`config.mk`:
```
export PLATFORM = sky130hd
export DESIGN_NAME = gpio_irq_port
export DESIGN_NICKNAME = d
export VERILOG_FILES = /design/src/rtl/gpio_irq_pkg.sv /design/src/rtl/gpio_in_sync.sv /design/src/rtl/gpio_trig_detect.sv /design/src/rtl/gpio_irq_port.sv
export SDC_FILE = /design/constraint.sdc
export NUM_CORES = 1
export LEC_CHECK = 0
export BUFFER_PORTS_ARGS = -buffer_cell sky130_fd_sc_hd__buf_2
export CORE_MARGIN = 2
export CORE_UTILIZATION = 55
export CTS_CLUSTER_SIZE = 20
export DETAILED_ROUTE_END_ITERATION = 16
export GPL_TIMING_DRIVEN = 0
export PLACE_DENSITY = 0.76
export SYNTH_ARGS = -nofsm -noshare
export SYNTH_HDL_FRONTEND = slang
export SYNTH_SLANG_ARGS = --single-unit
```
`constraint.sdc`:
```
create_clock -name clk -period 2.2 [get_ports clk]
set_input_delay 0.11 -clock clk [delete_from_list [all_inputs] [get_ports clk]]
set_output_delay 0.11 -clock clk [all_outputs]
set_load 0.005 [all_outputs]
```
`src/rtl/gpio_irq_pkg.sv`:
```
package gpio_irq_pkg;
  localparam int MAXP = 16;

  localparam logic [3:0] A_OUT   = 4'h0;
  localparam logic [3:0] A_DIR   = 4'h1;
  localparam logic [3:0] A_IN    = 4'h2;
  localparam logic [3:0] A_IEN   = 4'h3;
  localparam logic [3:0] A_MLO   = 4'h4;
  localparam logic [3:0] A_MHI   = 4'h5;
  localparam logic [3:0] A_MSET  = 4'h6;
  localparam logic [3:0] A_MCLR  = 4'h7;
  localparam logic [3:0] A_PCLR  = 4'h8;
  localparam logic [3:0] A_STAT  = 4'h9;
  localparam logic [3:0] A_SRST  = 4'hA;

  typedef enum logic [3:0] {
    TRG_FALL = 4'd0, TRG_RISE = 4'd1, TRG_LOW = 4'd2,
    TRG_HIGH = 4'd3, TRG_BOTH = 4'd4
  } trg_e;

  // Decide whether a pin fires given its slot code and synchronized samples.
  function automatic logic trig_fire(input logic [3:0] code, input logic cur,
                                     input logic prev);
    case (code)
      TRG_FALL: return prev & ~cur;
      TRG_RISE: return ~prev & cur;
      TRG_LOW:  return ~cur;
      TRG_HIGH: return cur;
      TRG_BOTH: return prev ^ cur;
      default:  return 1'b0;
    endcase
  endfunction

  // Bit mask of the implemented pins.
  function automatic logic [MAXP-1:0] impl_mask(input int n);
    logic [MAXP-1:0] m;
    for (int i = 0; i < MAXP; i++) m[i] = (i < n);
    return m;
  endfunction
endpackage

```
`src/rtl/gpio_in_sync.sv`:
```
module gpio_in_sync #(
  parameter int NPINS = 16
) (
  input  logic             clk,
  input  logic             rst_n,
  input  logic             clr,
  input  logic [NPINS-1:0] din,
  output logic [NPINS-1:0] cur,
  output logic [NPINS-1:0] prev
);
  logic [NPINS-1:0] meta_q;

  always_ff @(posedge clk or negedge rst_n) begin
    if (!rst_n) begin
      meta_q <= '0;
      cur    <= '0;
      prev   <= '0;
    end else if (clr) begin
      meta_q <= '0;
      cur    <= '0;
      prev   <= '0;
    end else begin
      meta_q <= din;
      cur    <= meta_q;
      prev   <= cur;
    end
  end
endmodule

```
`src/rtl/gpio_trig_detect.sv`:
```
module gpio_trig_detect
  import gpio_irq_pkg::*;
#(
  parameter int NPINS = 16
) (
  input  logic [NPINS-1:0][3:0] mode,
  input  logic [NPINS-1:0]      cur,
  input  logic [NPINS-1:0]      prev,
  output logic [NPINS-1:0]      trig
);
  for (genvar k = 0; k < NPINS; k++) begin : g_pin
    assign trig[k] = trig_fire(mode[k], cur[k], prev[k]);
  end
endmodule

```
`src/rtl/gpio_irq_port.sv`:
```
module gpio_irq_port
  import gpio_irq_pkg::*;
#(
  parameter int NPINS = 16
) (
  input  logic             clk,
  input  logic             rst_n,
  input  logic             bus_wr,
  input  logic [3:0]       bus_addr,
  input  logic [31:0]      bus_wdata,
  output logic [31:0]      bus_rdata,
  input  logic [NPINS-1:0] pin_in,
  output logic [NPINS-1:0] pin_out,
  output logic [NPINS-1:0] pin_oe,
  output logic             irq_out
);
  localparam logic [MAXP-1:0] IMPL = impl_mask(NPINS);

  logic [MAXP-1:0] out_q, dir_q, ien_q, mask_q, pend_q;
  logic [MAXP-1:0][3:0] mode_q;
  logic srst_q;

  // Named internal events for the assertions.
  logic [NPINS-1:0] cur_w, prev_w, trig_w;
  logic [MAXP-1:0]  trig16, wdat16, clr_w, pend_n;
  logic wr_out, wr_dir, wr_ien, wr_mlo, wr_mhi, wr_mset, wr_mclr, wr_pclr, wr_srst;

  assign wdat16  = bus_wdata[MAXP-1:0] & IMPL;
  assign wr_out  = bus_wr && !srst_q && bus_addr == A_OUT;
  assign wr_dir  = bus_wr && !srst_q && bus_addr == A_DIR;
  assign wr_ien  = bus_wr && !srst_q && bus_addr == A_IEN;
  assign wr_mlo  = bus_wr && !srst_q && bus_addr == A_MLO;
  assign wr_mhi  = bus_wr && !srst_q && bus_addr == A_MHI;
  assign wr_mset = bus_wr && !srst_q && bus_addr == A_MSET;
  assign wr_mclr = bus_wr && !srst_q && bus_addr == A_MCLR;
  assign wr_pclr = bus_wr && !srst_q && bus_addr == A_PCLR;
  assign wr_srst = bus_wr && bus_addr == A_SRST;

  gpio_in_sync #(.NPINS(NPINS)) u_sync (
    .clk(clk), .rst_n(rst_n), .clr(srst_q), .din(pin_in),
    .cur(cur_w), .prev(prev_w)
  );

  gpio_trig_detect #(.NPINS(NPINS)) u_det (
    .mode(mode_q[NPINS-1:0]), .cur(cur_w), .prev(prev_w), .trig(trig_w)
  );

  assign trig16 = MAXP'(trig_w);
  assign clr_w  = wr_pclr ? wdat16 : '0;
  assign pend_n = (pend_q | trig16) & ~clr_w & IMPL;

  always_ff @(posedge clk or negedge rst_n) begin
    if (!rst_n) begin
      srst_q <= 1'b0;
    end else if (wr_srst) begin
      srst_q <= bus_wdata[0];
    end
  end

  always_ff @(posedge clk or negedge rst_n) begin
    if (!rst_n) begin
      out_q  <= '0;
      dir_q  <= '0;
      ien_q  <= '0;
      mask_q <= '0;
      pend_q <= '0;
      mode_q <= '0;
    end else if (srst_q) begin
      out_q  <= '0;
      dir_q  <= '0;
      ien_q  <= '0;
      mask_q <= '0;
      pend_q <= '0;
      mode_q <= '0;
    end else begin
      if (wr_out)  out_q <= wdat16;
      if (wr_dir)  dir_q <= wdat16;
      if (wr_ien)  ien_q <= wdat16;
      if (wr_mset) mask_q <= mask_q | wdat16;
      else if (wr_mclr) mask_q <= mask_q & ~wdat16;
      pend_q <= pend_n;
      for (int j = 0; j < MAXP; j++) begin
        if (IMPL[j]) begin
          if (j < 8 && wr_mlo) mode_q[j] <= bus_wdata[4*(j%8) +: 4];
          if (j >= 8 && wr_mhi) mode_q[j] <= bus_wdata[4*(j%8) +: 4];
        end
      end
    end
  end

  always_comb begin
    bus_rdata = '0;
    case (bus_addr)
      A_OUT:  bus_rdata = 32'(out_q);
      A_DIR:  bus_rdata = 32'(dir_q);
      A_IN:   bus_rdata = 32'(cur_w);
      A_IEN:  bus_rdata = 32'(ien_q);
      A_MLO:  for (int j = 0; j < 8; j++) bus_rdata[4*j +: 4] = mode_q[j];
      A_MHI:  for (int j = 0; j < 8; j++) bus_rdata[4*j +: 4] = mode_q[j+8];
      A_MSET, A_MCLR: bus_rdata = 32'(mask_q);
      A_STAT: bus_rdata = 32'(pend_q);
      A_SRST: bus_rdata = {31'd0, srst_q};
      default: bus_rdata = '0;
    endcase
  end

  assign pin_out = out_q[NPINS-1:0];
  assign pin_oe  = dir_q[NPINS-1:0];
  assign irq_out = |(pend_q & ien_q & ~mask_q);

  // A pending flag only rises after its detector fired in the previous cycle.
  assert_pend_needs_trig_R5: assert property (@(posedge clk) disable iff (!rst_n)
    (pend_q & ~$past(pend_q) & ~$past(trig16)) == '0);

  // Flags named in a clear write are low after the write edge.
  assert_clear_takes_R7: assert property (@(posedge clk) disable iff (!rst_n)
    (bus_wr && !srst_q && bus_addr == A_PCLR) |=>
      ((pend_q & $past(bus_wdata[MAXP-1:0]) & IMPL) == '0));

  // Bits named in a mask-set write are set after the write edge.
  assert_mask_set_R8: assert property (@(posedge clk) disable iff (!rst_n)
    (bus_wr && !srst_q && bus_addr == A_MSET) |=>
      ((mask_q & $past(wdat16)) == $past(wdat16)));

  // While soft reset is held, state is back at its defaults one edge later.
  assert_soft_reset_R11: assert property (@(posedge clk) disable iff (!rst_n)
    srst_q |=> (pend_q == '0 && ien_q == '0 && out_q == '0 && dir_q == '0
                && mask_q == '0));

  // Unimplemented status bits read zero.
  assert_upper_zero_R12: assert property (@(posedge clk) disable iff (!rst_n)
    (bus_addr == A_STAT) |-> (bus_rdata[31:NPINS] == '0));
endmodule

```
# == Word level (Yosys, flattened, before mapping) ==
# Cells that the tools add are included.
# classes
n_eq_ne,74
n_mux,48
bitwise_logic,89
reduce_logical,36
# ops
cell,count
case mux 32 bit (9 select lines),1
two-way mux 16 bit,14
equality test 4 x 2 -> 1 bit (second input constant),34
equality test 4 x 3 -> 1 bit (second input constant),20
case mux 1 bit (5 select lines),16
equality test 4 x 1 -> 1 bit (second input constant),17
logical NOT 4 bit,17
AND 16 bit,4
two-way mux 4 bit,16
two-way mux 64 bit,1
NOT 16 bit,3
AND 1 bit,32
NOT 1 bit,32
OR 16 bit,2
OR reduction 16 bit,1
XOR 1 bit,16
equality test 4 bit (second input constant),3
logical AND 1 bit,10
nonzero test 2 bit,5
nonzero test 3 bit,1
OR reduction 2 bit,1
logical NOT 1 bit,1
# totals
reg_bits,193
inputBits,55
out_inout_bits,65
elab_cells,272

# == Depth between registers and ports, before layout ==
# Gate-level depths: netlist of the first run.
# logic_depth
depth_word,7
ltp_mapped,7
ltp_nobuf,6

# == Modules after synthesis ==
# Synthesis of the first run repeated with hierarchy kept, for this count alone.
# unflattened
cells_unflattened,1038
area_unflattened_um2,10197.3
# modules_own_cells
mod,n_inst,cells_each,area_each_um2,seq_area_each_um2
gpio_irq_port,1,742,7238.2,3628.5
gpio_in_sync,1,101,1545.2,1201.2
gpio_trig_detect,1,195,1413.9,0.0

# == Worst setup path before layout of the first run ==
# Ideal clock, no wire load.
# synth_timing
kind,register to register
start,register u_sync.cur[15]
end,register pend_q[15]
setup_time_ns,0.125
arrival_time_ns,1.342
required_ns,2.075
path_slack_ns,0.733
path_stages_with_launch,6
n_path_buf,0
synth_period_minus_slack_ns,1.467
path_cell_list,dfrtp_1 -> inv_1 -> ha_1 -> nor4b_1 -> nor4_1 -> a2111oi_0
# synth_between
elab_chain_len,6
elab_cells_between_ends,8
cone_classes,2 x mux; 6 x bitwise
# synth_rtl
item,line,text
from (decl),gpio_in_sync.sv:8,"output logic [NPINS-1:0] cur,"
from (signal assigned),gpio_in_sync.sv:24,cur <= meta_q;
NOT 1 bit,"gpio_irq_pkg.sv:25, gpio_irq_pkg.sv:27",
AND 1 bit,gpio_irq_pkg.sv:25,TRG_FALL: return prev & ~cur;
case mux 1 bit (5 select lines) (*),gpio_irq_pkg.sv:24,case (code)
OR 16 bit (*),gpio_irq_port.sv:50,assign pend_n = (pend_q | trig16) & ~clr_w & IMPL;
AND 16 bit (*),gpio_irq_port.sv:50,
two-way mux 16 bit (*),gpio_irq_port.sv:68,end else if (srst_q) begin
to (signal assigned),gpio_irq_port.sv:81,pend_q <= pend_n;
to (decl),gpio_irq_port.sv:19,"logic [MAXP-1:0] out_q, dir_q, ien_q, mask_q, pend_q;"
# Every way passes the cells marked *; elsewhere a longest branch is shown, timed or not.
# A chain may end at the register's enable or synchronous reset.

# == Final worst setup path of the first run ==
# layout_timing
start,register srst_q
end,register pend_q[9]
# layout_between
elab_chain_len,7
# layout_rtl
item,line,text
from (decl),gpio_irq_port.sv:21,logic srst_q;
from (signal assigned),gpio_irq_port.sv:56,srst_q <= bus_wdata[0];
logical NOT 1 bit,gpio_irq_port.sv:36,assign wr_pclr = bus_wr && !srst_q && bus_addr == A_PCLR;
logical AND 1 bit (2 in series),gpio_irq_port.sv:36,
two-way mux 16 bit,gpio_irq_port.sv:49,assign clr_w = wr_pclr ? wdat16 : '0;
NOT 16 bit,gpio_irq_port.sv:50,
AND 16 bit,gpio_irq_port.sv:50,
two-way mux 16 bit (*),gpio_irq_port.sv:68,
# Marks and branches as above.

==> impl_metrics.tcl, run 1 <==
set metrics [dict create \
    crit_fanout 10 \
    diodes 0 \
    drtAntennaViolNets 0 \
    via_count 9084 \
    p_leak_nw 5.62 \
    clockRootBuffer "clkbuf_16" \
    hold_class "in2reg" \
    grt_overflow 0 \
    register_area_um2 4830 \
    drv_slew 0 \
    cts_max_level 4 \
    cts.sinks 193 \
    nNetsFinal 1281 \
    die_x_um 139 \
    multiInputGateArea_um2 4720 \
    cp.required_ps 2470 \
    fin_worst_skew_ps 8.40 \
    outcome "finished, final reports clean" \
    worst_slack_ps 29.5 \
    via_per_inst 6.33 \
    critPathLaunchType "flip-flop" \
    clockBufferDepth 2 \
    dp_worst_setup_slack_ps -208 \
    ios 120 \
    synth_most_common_cell "dfrtp_1" \
    avgSynthCellArea_um2 9.89 \
    crit_end "pend_q[9]" \
    synth_warnings 0 \
    async_flop_share 1.00 \
    fmax_mhz 461 \
    synth_top_area_share 0.482 \
    initial_utilization 0.560 \
    syn_nets 1101 \
    drive_above_1_share 0.168 \
    post-route-min-period_ps 2170 \
    timing.hold.ws_ps 21.9 \
    synth_cell_types 49 \
    post-route-period-util 0.987 \
    grtUsageTotal 0.350 \
    p_per_area_nw_per_um2 801 \
    tns_ps 0 \
    grt_pass1_wl_mm 51.4 \
    drc 0 \
    dr.first_iter.drc_count 1088 \
    maxSlewHeadroom 0.449 \
    crit_path_end_kind "flip-flop" \
    ys_ff_latch 193 \
    synth.area.top_cells "dfrtp_1, nand2_1, mux2i_1, ha_1, nand2b_1" \
    max_cap_viol_count 0 \
    die_area_um2 19300 \
    yosys.area.top_type "dfrtp_1" \
    dp.final_hpwl_mm 22.8 \
    rrSetupSlack_ps 30 \
    clk_pin_slew_ps 70 \
    vdd.ir_drop.worst_mv 0.601 \
    synthesis.area_um2 10000 \
    wire_per_inst_um 23.3 \
    cts_inserted_buffers 17 \
    antenna_found_initial 1 \
    crit_path_start "srst_q" \
    reg2reg_to "pend_q[9]" \
    nFillCells 1434 \
    synth_edf_count 0 \
    finalSetupViolCount 0 \
    routed_wl_mm 33.5 \
    grt_setup_unrepaired "no" \
    ys_seq_area_frac 0.482 \
    netlist_instances 1014 \
    rows 49 \
    timing.final.hold_violations 0 \
    core_area_um2 17900 \
    die_h_um 139 \
    reg2reg_from "srst_q" \
    arrival_ps 2440 \
    grt_max_degree 105 \
    hold_path_depth 3 \
    gp_congestion 1.00 \
    cts_tree "built" \
    dr.pass1.iters 5 \
    reg2regPathDepth 5 \
    port_buffers 117 \
    grt_pass1_vias 8917 \
    worstSetupPathType "reg2reg" \
    ys.flop_type "dfrtp_1" \
    insertion_delay_ps 440 \
    tightest_slew_ps 821 \
    synth_common_cells "dfrtp_1, nand2_1, nand2b_1, nor2b_1, o21ai_0" \
    area_growth_pct 19.5 \
]
==> area by class of cell <==
class	instances	share of cell area
clock inverter	10	0.0135
tap	229	0.0239
timing repair buffer	161	0.0879
inverter	34	0.0107
clock buffer	20	0.0373
sequential	193	0.403
buffer	73	0.0297
multi-input combinational	714	0.394
==> power by group <==
part	switching, mW	internal [mW]
Clock	1.38	1.92
Sequential	0.507	3.95
Combinational	1.10	0.741
Total	2.98	6.61
==> critical path, stage by stage, from the launching register on <==
cell and delay (ps):
dfrtp_1 360, buf_2 180, nand4bb_1 220, nor3_2 640, buf_2 430, a2111oi_0 160
==> worst min path at each step <==
stage / from / to / slack, ps
5_1_grt: bus_wdata[7] / ien_q[7] / 30
3_5_place_dp: rst_n / u_sync.prev[10] / 180
3_3_place_gp: pin_in[1] / u_sync.meta_q[1] / 330
6_report: bus_wdata[13] / pin_oe[13] / 20
4_1_cts: bus_wdata[13] / ien_q[13] / 6
2_1_floorplan: rst_n / ien_q[0] / -190
==> registers in the layout, summed over array words and instances, names as in the netlist <==
signal and flops:
ien_q 16, u_sync.prev 16, pend_q 16, u_sync.meta_q 16
mask_q 16, mode_q 64, u_sync.cur 16, srst_q 1
pin_oe 16, pin_out 16
==> cells by family after synthesis <==
group                    Yosys count  synth area share
AO/OA/AOI/OAI                    196             0.135
adder cells (fa/ha/maj)           32            0.0399
AND/OR/NAND/NOR                  417             0.226
XOR/XNOR                          16            0.0140
multiplexers                      53            0.0557
flip-flops                       193             0.482
buffers and inverters            107            0.0478
==> layout by cell type (no fill, tap or decap), types with 18 or more instances in the layout <==
cell           synthesis  routed
a21oi_1               34      34
a22o_1                40      40
a22oi_1               30      30
buf_2                 36     152
clkbuf_1              25      24
dfrtp_1              193     193
dlygate4sd3_1          0      43
ha_1                  32      32
inv_1                 34      34
mux2i_1               49      49
nand2_1              138     138
nand2b_1              63      63
nand3b_1              18      18
nor2_1                34      34
nor2b_1               56      56
nor4_1                18      18
o21ai_0               50      50
==> metrics by stage <==
step	cells	power (mW)	instance area [um^2]	util
after CTS	1434	9.52	12000	0.669
after floorplan	1014	5.34	10000	-
after global routing	1434	9.90	12000	0.669
after detailed placement	1361	6.22	10900	0.611
final	1434	9.59	12000	0.669
after global placement	1360	6.14	10900	0.609
==> metal layers <==
metal / vias to the layer above / global-route usage / wire, um
li1: 3920 / - / -
met1: 4429 / 0.467 / 13200
met2: 601 / 0.523 / 14500
met3: 132 / 0.103 / 3970
met4: 2 / 0.177 / 1780
met5: - / 0 / 7
==> repair_timing <==
action,CTS,global route
hold buffers,43,0
resized for setup,1,7
endpoints found under the setup margin,10,14
hold endpoints to repair,175,0
buffers inserted,0,0
pin swaps,0,0
Power figures use the tool's default switching activity.
==> inputs of run 2 (changes only) <==
- clock period: 2.2 -> 2.69 ns (I/O delays scaled with it)
==> impl_metrics.tcl, run 2 (synthesized netlist as in run 1, its figures left out) <==
set metrics [dict create \
    outcome "finished, final reports clean" \
    p_per_area_nw_per_um2 657 \
    routed_wl_mm 33.2 \
    slowest_stage "nor3_1" \
    insertion_delay_ps 440 \
    p_comb_frac 0.191 \
    register_area_um2 4830 \
    post-route-min-period_ps 2550 \
    diodes 0 \
    post-route-period-util 0.948 \
    crit_path_end_kind "flip-flop" \
    max_cap_viol_count 0 \
    wire_per_inst_um 23.3 \
    fin_worst_skew_ps 8.96 \
    cpPeakStageDelay_ps 1000 \
    final_common_cell "dfrtp_1" \
    maxSlewHeadroom 0.121 \
    via_per_inst 6.31 \
    cts_tree "built" \
    switching_share 0.310 \
    drive_above_1_share 0.166 \
    area_growth_pct 18.7 \
    cts_hold_buf 36 \
    drv_slew 0 \
    crit_fanout 10 \
    arrival_ps 2830 \
    grt_max_degree 105 \
    largest_reg_flops 64 \
    port_buffers 117 \
    critPathLaunchType "flip-flop" \
    rrSetupSlack_ps 140 \
    top_register "mode_q" \
    clockBufferDepth 2 \
    gp_congestion 1.00 \
    nNetsFinal 1274 \
    p_int_mw 5.40 \
    final_cell_mix "dfrtp_1, buf_2, nand2_1" \
    timing.final.hold_violations 0 \
    cts_setup_buffers 0 \
    cts_max_level 4 \
    fmax_mhz 392 \
    drtAntennaViolNets 0 \
    die_area_um2 19300 \
    crit_chain "buf_2, nand4bb_1, nor3_1, buf_2, a2111oi_0" \
    cts_inserted_buffers 17 \
    grtUsageTotal 0.349 \
    dr.first_iter.drc_count 1032 \
    hold_class "in2reg" \
    clk_pin_slew_ps 70 \
    grt_setup_unrepaired "no" \
    dr.pass1.iters 8 \
    grt_pass1_vias 8887 \
    via_count 9011 \
    core_area_um2 17900 \
    grt_pass1_wl_mm 51.3 \
    timing.hold.ws_ps 16.4 \
    cts_resized 0 \
    clockPowerShare 0.344 \
    ios 120 \
    finalSetupViolCount 0 \
    critPathTopFamily "simple AND/OR/NAND/NOR gates" \
    cpMostUsedCell "buf_2" \
    multiInputGateArea_um2 4720 \
    antenna_found_initial 1 \
    cp.required_ps 2970 \
    die_h_um 139 \
    p_sw_mw 2.42 \
    grt_overflow 0 \
    p_leak_nw 5.58 \
    die_x_um 139 \
    clockRootBuffer "clkbuf_16" \
    tns_ps 0 \
    drc 0 \
    cts.sinks 193 \
    tightest_slew_ps 1310 \
    dp.final_hpwl_mm 22.8 \
    seqPwrFrac 0.466 \
    nFillCells 1446 \
    utilization 0.665 \
    worstSetupPathType "reg2reg" \
    rows 49 \
    vdd.ir_drop.worst_mv 0.492 \
    cp_num_buf_inv 2 \
    initial_utilization 0.560 \
]
## run 2: metrics by stage
stage	power [mW]	setup WS [ps]	cells	cell area, um^2
after floorplan	4.37	1220	1014	10000
after global placement	5.02	-1740	1360	10900
after detailed placement	5.08	282	1361	10900
after CTS	7.78	247	1427	11900
after global routing	8.09	124	1427	11900
final	7.82	140	1427	11900
## run 2: path summary, 6_finish.rpt
path,startpoint,endpoint,cells after the start
worst max register to register,srst_q,pend_q[11],5
worst min-delay path,bus_wdata[1],ien_q[1],3
worst min register to register,u_sync.meta_q[3],u_sync.cur[3],1
min in group asynchronous,rst_n,mode_q[41],2
max in group asynchronous,rst_n,mode_q[19],3
worst max-delay path,srst_q,pend_q[11],5
## run 2: power by group through the flow
stage / Combinational, mW / Sequential [mW] / Clock (mW)
4_1_cts: 1.46 / 3.62 / 2.70
6_report: 1.49 / 3.64 / 2.69
3_3_place_gp: 1.36 / 3.66 / 0
2_1_floorplan: 0.854 / 3.51 / 0
3_5_place_dp: 1.41 / 3.67 / 0
5_1_grt: 1.62 / 3.66 / 2.80
## run 2: area by class of cell
cell class / instances / area share
multi-input combinational: 714 / 0.396
clock buffer: 20 / 0.0375
sequential: 193 / 0.406
tap: 229 / 0.0241
buffer: 73 / 0.0295
inverter: 34 / 0.0107
timing repair buffer: 154 / 0.0826
clock inverter: 10 / 0.0136
## run 2: metal layers
layer,track usage,up-vias,share of wire
li1,-,3912,-
met1,0.467,4345,0.39
met2,0.520,625,0.44
met3,0.103,127,0.12
met4,0.177,2,0.051
met5,0,-,0.00021
## run 2: tightest hold or removal path: stages
cell and delay [ps]:
buf_2 150, nand2_1 70, a21oi_1 50
==> inputs of run 3 (changes only) <==
- RECOVER_POWER: unset -> 25
==> impl_metrics.tcl, run 3 (synthesized netlist as in run 1, its figures left out) <==
set metrics [dict create \
    outcome "finished with violations" \
    violations "max-capacitance violations, max-slew violations" \
    hold_class "in2reg" \
    p_comb_frac 0.190 \
    slowest_stage "nor3_1" \
    final_cell_count_no_fill 1427 \
    via_per_inst 6.35 \
    reg2reg_to "pend_q[11]" \
    port_buffers 117 \
    drtAntennaViolNets 0 \
    crit_path_end_kind "flip-flop" \
    tightest_slew_ps 2120 \
    drive_above_1_share 0.160 \
    insertion_delay_ps 440 \
    critPathLaunchType "flip-flop" \
    reg2reg_from "srst_q" \
    maxSlewHeadroom -0.416 \
    cts_resized 0 \
    cpPeakStageDelay_ps 1040 \
    cp.required_ps 2970 \
    arrival_ps 2880 \
    worstSetupPathType "reg2reg" \
    reg2regPathDepth 5 \
    vdd.ir_drop.worst_mv 0.492 \
    fmax_mhz 384 \
    hold_path_depth 3 \
    seqPwrFrac 0.466 \
    core_area_um2 17900 \
    post-route-min-period_ps 2600 \
    grtUsageTotal 0.349 \
    rows 49 \
    final_area_um2 11900 \
    antenna_found_initial 1 \
    top_register "mode_q" \
    cts.sinks 193 \
    via_count 9066 \
    grt_max_degree 105 \
    nFillCells 1447 \
    nNetsFinal 1274 \
    clockRootBuffer "clkbuf_16" \
    power_mw 7.82 \
    grt_setup_unrepaired "no" \
    timing.final.hold_violations 0 \
    final_common_cell "dfrtp_1" \
    fin_worst_skew_ps 6.73 \
    switching_share 0.311 \
    die_h_um 139 \
    die_x_um 139 \
    die_area_um2 19300 \
    max_cap_viol_count 1 \
    drc 0 \
    cts_tree "built" \
    final_cell_mix "dfrtp_1, buf_2, nand2_1" \
    cts_inserted_buffers 17 \
    area_growth_pct 18.5 \
    cts_max_level 4 \
    routed_wl_mm 33.4 \
    largest_reg_flops 64 \
    rrSetupSlack_ps 90 \
    diodes 0 \
    initial_utilization 0.560 \
    worstHoldStart "bus_wdata[1]" \
    grt_pass1_vias 8887 \
    clk_pin_slew_ps 70 \
    crit_fanout 10 \
    critPathTopFamily "simple AND/OR/NAND/NOR gates" \
    p_leak_nw 5.55 \
    cp_num_buf_inv 2 \
    wire_per_inst_um 23.4 \
    p_int_mw 5.39 \
    p_sw_mw 2.43 \
    dp.final_hpwl_mm 22.8 \
    hold-path-endpoint "ien_q[1]" \
    placed_area_um2 10900 \
    post-route-period-util 0.968 \
    tns_ps 0 \
    p_per_area_nw_per_um2 658 \
    crit_chain "buf_2, nand4bb_1, nor3_1, buf_2, a2111oi_0" \
    gp_congestion 1.00 \
    grt_pass1_wl_mm 51.3 \
    dr.first_iter.drc_count 1044 \
    grt_overflow 0 \
    dr.pass1.iters 8 \
    drv_slew 90 \
    cpMostUsedCell "buf_2" \
    finalSetupViolCount 0 \
    clockPowerShare 0.344 \
    clockBufferDepth 2 \
    dp_cells 1361 \
    utilization 0.664 \
    ios 120 \
]
run 3: cell count changes in the layout (fill, tap and decap cells not counted), sizes merged:
cell    delta
buf        -7
clkbuf     +7
run 3: how the worst max path moves through the flow:
stage,cells past startpoint,start,endpoint
finish,5,srst_q,pend_q[11]
global route,5,srst_q,pend_q[8]
CTS,5,srst_q,pend_q[10]
detailed placement,5,srst_q,pend_q[10]
global placement,1,rst_n,mode_q[60]
floorplan,5,u_sync.cur[15],pend_q[15]
run 3: power groups by stage:
| stage | clock network [mW] | logic [mW] | registers (mW) |
|---|---|---|---|
| floorplan | 0 | 0.854 | 3.51 |
| global placement | 0 | 1.36 | 3.66 |
| detailed placement | 0 | 1.41 | 3.67 |
| CTS | 2.70 | 1.46 | 3.62 |
| global route | 2.80 | 1.62 | 3.66 |
| finish | 2.69 | 1.49 | 3.65 |
run 3: timing repair:
| item | CTS | global route |
|---|---|---|
| setup endpoints to repair | 0 | 0 |
| setup buffers | 0 | 0 |
| endpoints found under the hold margin | 145 | 0 |
| hold buffers | 36 | 0 |
run 3: layer usage:
layer  track usage  part of all wire  vias up
met2         0.520              0.44      635
met1         0.467              0.39     4386
met3         0.103              0.12      131
met5             0           0.00021        -
met4         0.177             0.051        2
li1              -                 -     3912
run 3: worst reg2reg max path, cell delays in order (launching register included):
cell,delay (ps)
dfrtp_1,360
buf_2,180
nand4bb_1,200
nor3_1,1040
buf_2,480
a2111oi_0,170
run 3: area by class of cell:
type                            count  area (um^2)  area share
Multi-Input combinational cell    714         4720       0.397
Inverter                           34          128      0.0107
Clock inverter                     10          161      0.0136
Sequential cell                   193         4830       0.406
Tap cell                          229          287      0.0241
Buffer                             73          352      0.0296
Timing Repair Buffer              154          965      0.0812
Clock buffer                       20          447      0.0376
run 3: metrics by stage:
step	setup WS, ps	hold slack (ps)
after floorplan	1220	-161
after global placement	-1740	351
after detailed placement	282	201
after CTS	247	1.64
after global routing	124	18.2
final	86.4	13.7
